### config.mk
export PLATFORM = sky130hd
export DESIGN_NAME = lct_fsm
export DESIGN_NICKNAME = d
export VERILOG_FILES = /design/src/rtl/lct_pkg.sv /design/src/rtl/lct_state_reg.sv /design/src/rtl/lct_next.sv /design/src/rtl/lct_datapath.sv /design/src/rtl/lct_fsm.sv
export SDC_FILE = /design/constraint.sdc
export NUM_CORES = 1
export LEC_CHECK = 0
export ABC_CLOCK_PERIOD_IN_PS = 2400
export BUFFER_PORTS_ARGS = -buffer_cell sky130_fd_sc_hd__buf_2
export CAP_MARGIN = 20
export CORE_ASPECT_RATIO = 1.75
export CORE_UTILIZATION = 50
export CTS_BUF_LIST = sky130_fd_sc_hd__clkbuf_16
export DETAILED_ROUTE_END_ITERATION = 10
export GPL_TIMING_DRIVEN = 0
export PLACE_DENSITY = 0.79
export REMOVE_ABC_BUFFERS = 1
export SLEW_MARGIN = 5
export SYNTH_ARGS = -nofsm -noshare
export SYNTH_HDL_FRONTEND = slang
export SYNTH_SLANG_ARGS = --single-unit
### constraint.sdc
create_clock -name clk -period 2.4 [get_ports clk]
set_input_delay 0.36 -clock clk [delete_from_list [all_inputs] [get_ports clk]]
set_output_delay 0.36 -clock clk [all_outputs]
set_load 0.02 [all_outputs]
### src/rtl/lct_pkg.sv
package lct_pkg;

  localparam int unsigned ST_REP = 4;
  localparam int unsigned ST_W   = 4 * ST_REP;
  localparam logic [ST_W-1:0] ST_MASK = ST_W'(64'h96E1_3C5A_A5C3_5A3C);

  typedef enum logic [3:0] {
    S_BOOT      = 4'd0,
    S_IDLE      = 4'd1,
    S_CLKSW     = 4'd2,
    S_CNT_BUMP  = 4'd3,
    S_CNT_WRITE = 4'd4,
    S_LEGAL_CHK = 4'd5,
    S_TOK_HASH  = 4'd6,
    S_RMA_WIPE  = 4'd7,
    S_TOK_CMP_A = 4'd8,
    S_TOK_CMP_B = 4'd9,
    S_LC_WRITE  = 4'd10,
    S_DONE      = 4'd11,
    S_SCRAP     = 4'd12,
    S_ALARM     = 4'd13,
    S_BAD       = 4'd14
  } lct_st_e;

  // Index replicated into every nibble, then scrambled: distinct codes differ in >= 4 bits.
  function automatic logic [ST_W-1:0] st_enc(input lct_st_e s);
    return {ST_REP{s}} ^ ST_MASK;
  endfunction

  function automatic lct_st_e st_dec(input logic [ST_W-1:0] code);
    logic [ST_W-1:0] raw;
    logic            ok;
    raw = code ^ ST_MASK;
    ok  = (raw[3:0] != 4'hF);
    for (int i = 1; i < ST_REP; i++) begin
      if (raw[4*i +: 4] != raw[3:0]) ok = 1'b0;
    end
    return ok ? lct_st_e'(raw[3:0]) : S_BAD;
  endfunction

endpackage

### src/rtl/lct_state_reg.sv
module lct_state_reg
  import lct_pkg::*;
(
  input  logic            clk,
  input  logic            rst,
  input  lct_st_e         nxt_i,
  input  logic [ST_W-1:0] flip_i,
  output lct_st_e         cur_o
);

  logic [ST_W-1:0] code_q;

  always_ff @(posedge clk) begin
    if (rst) code_q <= st_enc(S_BOOT);
    else     code_q <= st_enc(nxt_i) ^ flip_i;
  end

  assign cur_o = st_dec(code_q);

endmodule

### src/rtl/lct_next.sv
module lct_next
  import lct_pkg::*;
#(
  parameter int LCW     = 4,
  parameter int CNTW    = 5,
  parameter int LC_LAST = 10,
  parameter int RMA_LC  = 9,
  parameter int CNT_MAX = 24
) (
  input  lct_st_e         cur_i,
  input  logic            esc_a_i,
  input  logic            esc_b_i,
  input  logic            trans_req_i,
  input  logic            scrap_req_i,
  input  logic [LCW-1:0]  cur_lc_i,
  input  logic [LCW-1:0]  tgt_lc_i,
  input  logic [CNTW-1:0] cnt_i,
  input  logic            prog_ack_i,
  input  logic            prog_err_i,
  input  logic            hash_ack_i,
  input  logic            hash_err_i,
  input  logic            rma_ack_i,
  input  logic            tok_stall_i,
  input  logic            match_lo_i,
  input  logic            match_hi_i,
  output lct_st_e         nxt_o,
  output logic            fail_o
);

  localparam logic [CNTW-1:0] CNT_TOP = CNTW'(CNT_MAX);
  localparam logic [LCW-1:0]  TGT_TOP = LCW'(LC_LAST);
  localparam logic [LCW-1:0]  TGT_RMA = LCW'(RMA_LC);

  logic legal;
  assign legal = (tgt_lc_i > cur_lc_i) && (tgt_lc_i <= TGT_TOP);

  always_comb begin
    nxt_o  = cur_i;
    fail_o = 1'b0;
    if (cur_i == S_BAD) begin
      nxt_o = S_ALARM;
    end else if ((esc_a_i || esc_b_i) && cur_i != S_SCRAP) begin
      nxt_o = S_ALARM;
    end else begin
      case (cur_i)
        S_BOOT:  nxt_o = S_IDLE;
        S_IDLE: begin
          if (trans_req_i)      nxt_o = S_CLKSW;
          else if (scrap_req_i) nxt_o = S_SCRAP;
        end
        S_CLKSW: nxt_o = S_CNT_BUMP;
        S_CNT_BUMP: begin
          if (cnt_i == CNT_TOP) begin nxt_o = S_DONE; fail_o = 1'b1; end
          else nxt_o = S_CNT_WRITE;
        end
        S_CNT_WRITE: begin
          if (prog_ack_i) begin
            nxt_o  = prog_err_i ? S_DONE : S_LEGAL_CHK;
            fail_o = prog_err_i;
          end
        end
        S_LEGAL_CHK: begin
          if (legal) nxt_o = S_TOK_HASH;
          else begin nxt_o = S_DONE; fail_o = 1'b1; end
        end
        S_TOK_HASH: begin
          if (hash_ack_i) begin
            if (hash_err_i) begin nxt_o = S_DONE; fail_o = 1'b1; end
            else nxt_o = (tgt_lc_i == TGT_RMA) ? S_RMA_WIPE : S_TOK_CMP_A;
          end
        end
        S_RMA_WIPE: if (rma_ack_i) nxt_o = S_TOK_CMP_A;
        S_TOK_CMP_A: begin
          if (match_lo_i) nxt_o = S_TOK_CMP_B;
          else begin nxt_o = S_DONE; fail_o = 1'b1; end
        end
        S_TOK_CMP_B: begin
          if (!tok_stall_i) begin
            if (match_hi_i) nxt_o = S_LC_WRITE;
            else begin nxt_o = S_DONE; fail_o = 1'b1; end
          end
        end
        S_LC_WRITE: begin
          if (prog_ack_i) begin nxt_o = S_DONE; fail_o = prog_err_i; end
        end
        S_DONE, S_SCRAP, S_ALARM: nxt_o = cur_i;
        default: nxt_o = S_ALARM;
      endcase
    end
  end

endmodule

### src/rtl/lct_datapath.sv
module lct_datapath
  import lct_pkg::*;
#(
  parameter int HW = 32
) (
  input  logic          clk,
  input  logic          rst,
  input  lct_st_e       cur_i,
  input  lct_st_e       nxt_i,
  input  logic          fail_i,
  input  logic          hash_ack_i,
  input  logic          hash_err_i,
  input  logic [HW-1:0] hash_i,
  input  logic [HW-1:0] token_ref_i,
  output logic          match_lo_o,
  output logic          match_hi_o,
  output logic          ok_o,
  output logic          fail_o
);

  localparam int HH = HW / 2;

  logic [HW-1:0] hash_q;

  always_ff @(posedge clk) begin
    if (rst) begin
      hash_q <= '0;
      ok_o   <= 1'b0;
      fail_o <= 1'b0;
    end else begin
      if (cur_i == S_TOK_HASH && hash_ack_i && !hash_err_i) hash_q <= hash_i;
      if (nxt_i == S_DONE && cur_i != S_DONE) begin
        ok_o   <= !fail_i;
        fail_o <= fail_i;
      end
    end
  end

  assign match_lo_o = (hash_q[HH-1:0]  == token_ref_i[HH-1:0]);
  assign match_hi_o = (hash_q[HW-1:HH] == token_ref_i[HW-1:HH]);

endmodule

### src/rtl/lct_fsm.sv
module lct_fsm
  import lct_pkg::*;
#(
  parameter int LCW     = 4,
  parameter int CNTW    = 5,
  parameter int HW      = 32,
  parameter int LC_LAST = 10,
  parameter int RMA_LC  = 9,
  parameter int CNT_MAX = 24,
  localparam int PVW    = (CNTW > LCW) ? CNTW : LCW
) (
  input  logic            clk,
  input  logic            rst,
  input  logic            esc_a_i,
  input  logic            esc_b_i,
  input  logic [ST_W-1:0] flip_i,
  input  logic            trans_req_i,
  input  logic            scrap_req_i,
  input  logic [LCW-1:0]  cur_lc_i,
  input  logic [LCW-1:0]  tgt_lc_i,
  input  logic [CNTW-1:0] cnt_i,
  input  logic            prog_ack_i,
  input  logic            prog_err_i,
  input  logic            hash_ack_i,
  input  logic            hash_err_i,
  input  logic [HW-1:0]   hash_i,
  input  logic [HW-1:0]   token_ref_i,
  input  logic            tok_stall_i,
  input  logic            rma_ack_i,
  output logic [3:0]      state_o,
  output logic            clk_sel_o,
  output logic            prog_req_o,
  output logic [PVW-1:0]  prog_val_o,
  output logic            hash_req_o,
  output logic            rma_req_o,
  output logic            busy_o,
  output logic            trans_ok_o,
  output logic            trans_fail_o,
  output logic            scrapped_o,
  output logic            escalated_o
);

  lct_st_e cur, nxt;
  logic    fail_path, match_lo, match_hi;

  lct_state_reg u_state (
    .clk(clk), .rst(rst), .nxt_i(nxt), .flip_i(flip_i), .cur_o(cur)
  );

  lct_next #(
    .LCW(LCW), .CNTW(CNTW), .LC_LAST(LC_LAST), .RMA_LC(RMA_LC), .CNT_MAX(CNT_MAX)
  ) u_next (
    .cur_i(cur), .esc_a_i(esc_a_i), .esc_b_i(esc_b_i),
    .trans_req_i(trans_req_i), .scrap_req_i(scrap_req_i),
    .cur_lc_i(cur_lc_i), .tgt_lc_i(tgt_lc_i), .cnt_i(cnt_i),
    .prog_ack_i(prog_ack_i), .prog_err_i(prog_err_i),
    .hash_ack_i(hash_ack_i), .hash_err_i(hash_err_i),
    .rma_ack_i(rma_ack_i), .tok_stall_i(tok_stall_i),
    .match_lo_i(match_lo), .match_hi_i(match_hi),
    .nxt_o(nxt), .fail_o(fail_path)
  );

  lct_datapath #(.HW(HW)) u_dp (
    .clk(clk), .rst(rst), .cur_i(cur), .nxt_i(nxt), .fail_i(fail_path),
    .hash_ack_i(hash_ack_i), .hash_err_i(hash_err_i), .hash_i(hash_i),
    .token_ref_i(token_ref_i), .match_lo_o(match_lo), .match_hi_o(match_hi),
    .ok_o(trans_ok_o), .fail_o(trans_fail_o)
  );

  assign state_o     = cur;
  assign prog_req_o  = (cur == S_CNT_WRITE) || (cur == S_LC_WRITE);
  assign prog_val_o  = (cur == S_CNT_WRITE) ? PVW'(cnt_i) + PVW'(1) : PVW'(tgt_lc_i);
  assign hash_req_o  = (cur == S_TOK_HASH);
  assign rma_req_o   = (cur == S_RMA_WIPE);
  assign busy_o      = (cur >= S_CLKSW) && (cur <= S_LC_WRITE);
  assign clk_sel_o   = busy_o || (cur == S_DONE);
  assign scrapped_o  = (cur == S_SCRAP);
  assign escalated_o = (cur == S_ALARM);

endmodule

==> flow_summary.yaml <==
run_status:
  outcome: "complete, but fails checks"
  violations: "negative setup slack"
hold_path:
  holdCritStartpoint: "flip_i[4]"
  hold_depth: 3
  holdPathEnd: "u_state.code_q[4]$_SDFF_PP1_"
  worstHoldPathType: "in2reg"
floorplan:
  initial_utilization_pct: 51.95
  core_um2: 6228
  io-pin-count: 123
  fp.dieH_um: 108.4
  die-area_um2: 6810
  placement_rows: 38
  die_x_um: 62.81
sta:
  fin_crit_ps: 2578
  fmax_mhz: 388.0
  fin_skew_ps: 5.918
  fin_ws_ps: -177.5
  rsz0062_at_grt: "yes"
  finalSetupViolCount: 9
  slew_headroom_pct: 47.23
  worst_slew_pin_slew_ps: 791.6
  fin_crit_sh_pct: 107.4
  drv_slew: 0
  finalHoldViolCount: 0
worst_setup_path:
  cp_cell_sequence: "xor2_4, nand4_2, buf_4, nor4_1, a311oi_2, a41oi_4, buf_4, xor2_1, nand2_1"
  path_class: "reg2reg"
  cp.arrival_ps: 2750
  r2r_cells: 9
  r2r_slack_ps: -180
  worstPathMaxFanout: 6
  crit_start: "u_state.code_q[0]$_SDFF_PP0_"
  r2r-end: "u_state.code_q[5]$_SDFF_PP1_"
  cp_common_cell: "buf_4"
  crit_path_end_kind: "flop"
  startpoint_type: "flop"
  cpPeakStageDelay_ps: 470
  rr_startpoint: "u_state.code_q[0]$_SDFF_PP0_"
  cp.required_ps: 2570
  slowest_stage: "dfxtp_4"
drt:
  initialDrtViolationCount: 242
  antenna_left: 0
  drc: 0
  drt-vias-per-instance: 5.577
  first_pass_iters: 6
  num_vias: 3497
  routed_wl_um: 10090
  wl_per_cell_um: 16.10
grt:
  grt_max_degree: 44
  antenna_found_initial: 0
  grt_pass1_vias: 3510
  grt-ovfl-total: 0
  grt_usage_pct: 28.93
  grt_pass1_wl_um: 15270
place:
  io_buffers: 122
  hpwl_um: 7124
  place.gp.congestion: 0.9800
  placed_area_um2: 3877
layout:
  final_cell_mix: "119 x buf_2, 86 x nand2_1, 46 x dfxtp_1, 43 x xor2_1, 42 x a21oi_1"
  areaGrowthSynthToFinish_pct: 39.06
  layout_commonest_cell: "buf_2"
  fin_nets: 657
  finalInstanceArea_um2: 4499
  fin_util_pct: 72.24
  antenna_cells: 0
  drive_gt1_share_pct: 37.84
synth:
  yosysUniqueCellTypes: 67
  synth_edf_count: 0
  ys_top_cells_by_area: "dfxtp_1 31%, xor2_1 12%, nand2_1 10%"
  synth_area_um2: 3236
  netlist_instances: 410
  synth_top_cell_by_area: "dfxtp_1"
  synth_top_area_share_pct: 30.94
  ys_warn_count: 0
  synthArstFlopShare_pct: 0
  synth_seq_cells: 50
  synth_area_per_cell_um2: 7.892
  ys.flop_type: "dfxtp_1"
  ys_seq_area_share_pct: 30.94
power:
  total_power_mw: 1.940
  p_leak_nw: 1.929
  ir_worst_vdd_mv: 0.5984
  power_density_nw_per_um2: 431.2
clock_tree:
  cts_buffer_depth: 2
  cts_buffers: 5
  cts_hold_buf: 0
  numClockSinks: 50
  tritoncts: "built"
  htree_levels: 2
  clk_pin_slew_ps: 70
  clk_latency_ps: 290
  clockRootBuffer: "clkbuf_16"
flow_run:
  maxCapViolations: 0
## timing repair
item	CTS	global route
endpoints found under the setup margin	66	42
gates cloned	0	0
pin swaps	8	10
buffers inserted	14	13
gates resized for setup	33	22
## cell families (layout without fill, tap and decap cells)
group / Yosys count / after routing / share of synthesized area, %
buffers and inverters: 36 / 173 / 4.756
AND/OR/NAND/NOR: 180 / 180 / 29.31
adder cells (fa/ha/maj): 6 / 6 / 2.320
AO/OA/AOI/OAI: 78 / 78 / 16.05
flip-flops: 50 / 50 / 30.94
multiplexers: 3 / 3 / 0.9667
XOR/XNOR: 57 / 57 / 15.66
## flip-flops by register name (all words and copies together), names as in the netlist
name / cells
u_dp.fail_o: 1
u_dp.hash_q: 32
u_dp.ok_o: 1
u_state.code_q: 16
## Yosys cell counts (2+ instances only)
| master | number |
|---|---|
| buf_1 | 3 |
| a311oi_1 | 2 |
| dfxtp_1 | 50 |
| nor2b_1 | 7 |
| nand4b_1 | 2 |
| nor2_1 | 24 |
| inv_1 | 13 |
| nor3_1 | 6 |
| a21oi_1 | 42 |
| clkbuf_1 | 11 |
| nand4_2 | 2 |
| nand4_1 | 5 |
| and4b_1 | 2 |
| and2_1 | 2 |
| a32oi_1 | 2 |
| nand2b_1 | 3 |
| nor4_1 | 13 |
| xnor2_1 | 11 |
| mux2i_1 | 2 |
| o21ai_0 | 5 |
| nor3b_1 | 4 |
| a31oi_1 | 4 |
| buf_2 | 6 |
| nand3_1 | 7 |
| o2111ai_1 | 2 |
| xor2_1 | 45 |
| o211ai_1 | 3 |
| ha_1 | 6 |
| a31o_2 | 2 |
| nand2_1 | 87 |
## per-layer routing
metal / global-route usage [%] / share of wire, % / up-vias
li1: - / - / 1687
met1: 24.14 / 33 / 1584
met2: 58.93 / 54 / 180
met3: 7.384 / 6.8 / 46
met4: 17.11 / 5.9 / 0
met5: 0 / 0 / -
## layout make-up
class | instances | area [um^2]
repair buffers | 151 | 867.1
well taps | 80 | 100.1
inverters | 14 | 52.55
fillers | 474 | 1729
flip-flops and latches | 50 | 1016
clock inverters | 3 | 16.27
multi-input cells | 324 | 2322
clock buffers | 5 | 125.1
## critical path: cells and delay by family (launching register included)
kind | cells | cell delay (ps)
compound gates | 2 | 490
flops | 1 | 470
xor+xnor | 2 | 370
simple gates | 3 | 730
buf+inv | 2 | 380
## worst max path at each step
stage	end	slack (ps)	cells after the start
3_5_place_dp	u_dp.hash_q[20]$_SDFFE_PP0P_	-790	7
5_1_grt	u_state.code_q[5]$_SDFF_PP1_	-280	9
3_3_place_gp	u_dp.hash_q[13]$_SDFFE_PP0P_	-1810	6
2_1_floorplan	u_dp.hash_q[0]$_SDFFE_PP0P_	-580	6
4_1_cts	clk_sel_o	-40	7
6_report	u_state.code_q[5]$_SDFF_PP1_	-180	9
## per-stage QoR
step           hold slack (ps)  setup slack (ps)  cells  TNS (ps)
2_1_floorplan            424.6            -581.3    388    -20590
3_3_place_gp             449.4             -1810    590    -72500
3_5_place_dp             455.4            -793.1    592    -37580
4_1_cts                  279.0            -35.22    614    -66.80
5_1_grt                  294.7            -278.1    627     -2544
6_report                 283.2            -177.5    627    -941.2
## report_power, final
part	total [mW]	switching (mW)	internal, mW
logic	0.392	0.210	0.182
clock network	0.682	0.301	0.381
registers	0.866	0.0235	0.843
Note: power is estimated with default switching activity, not from simulation.
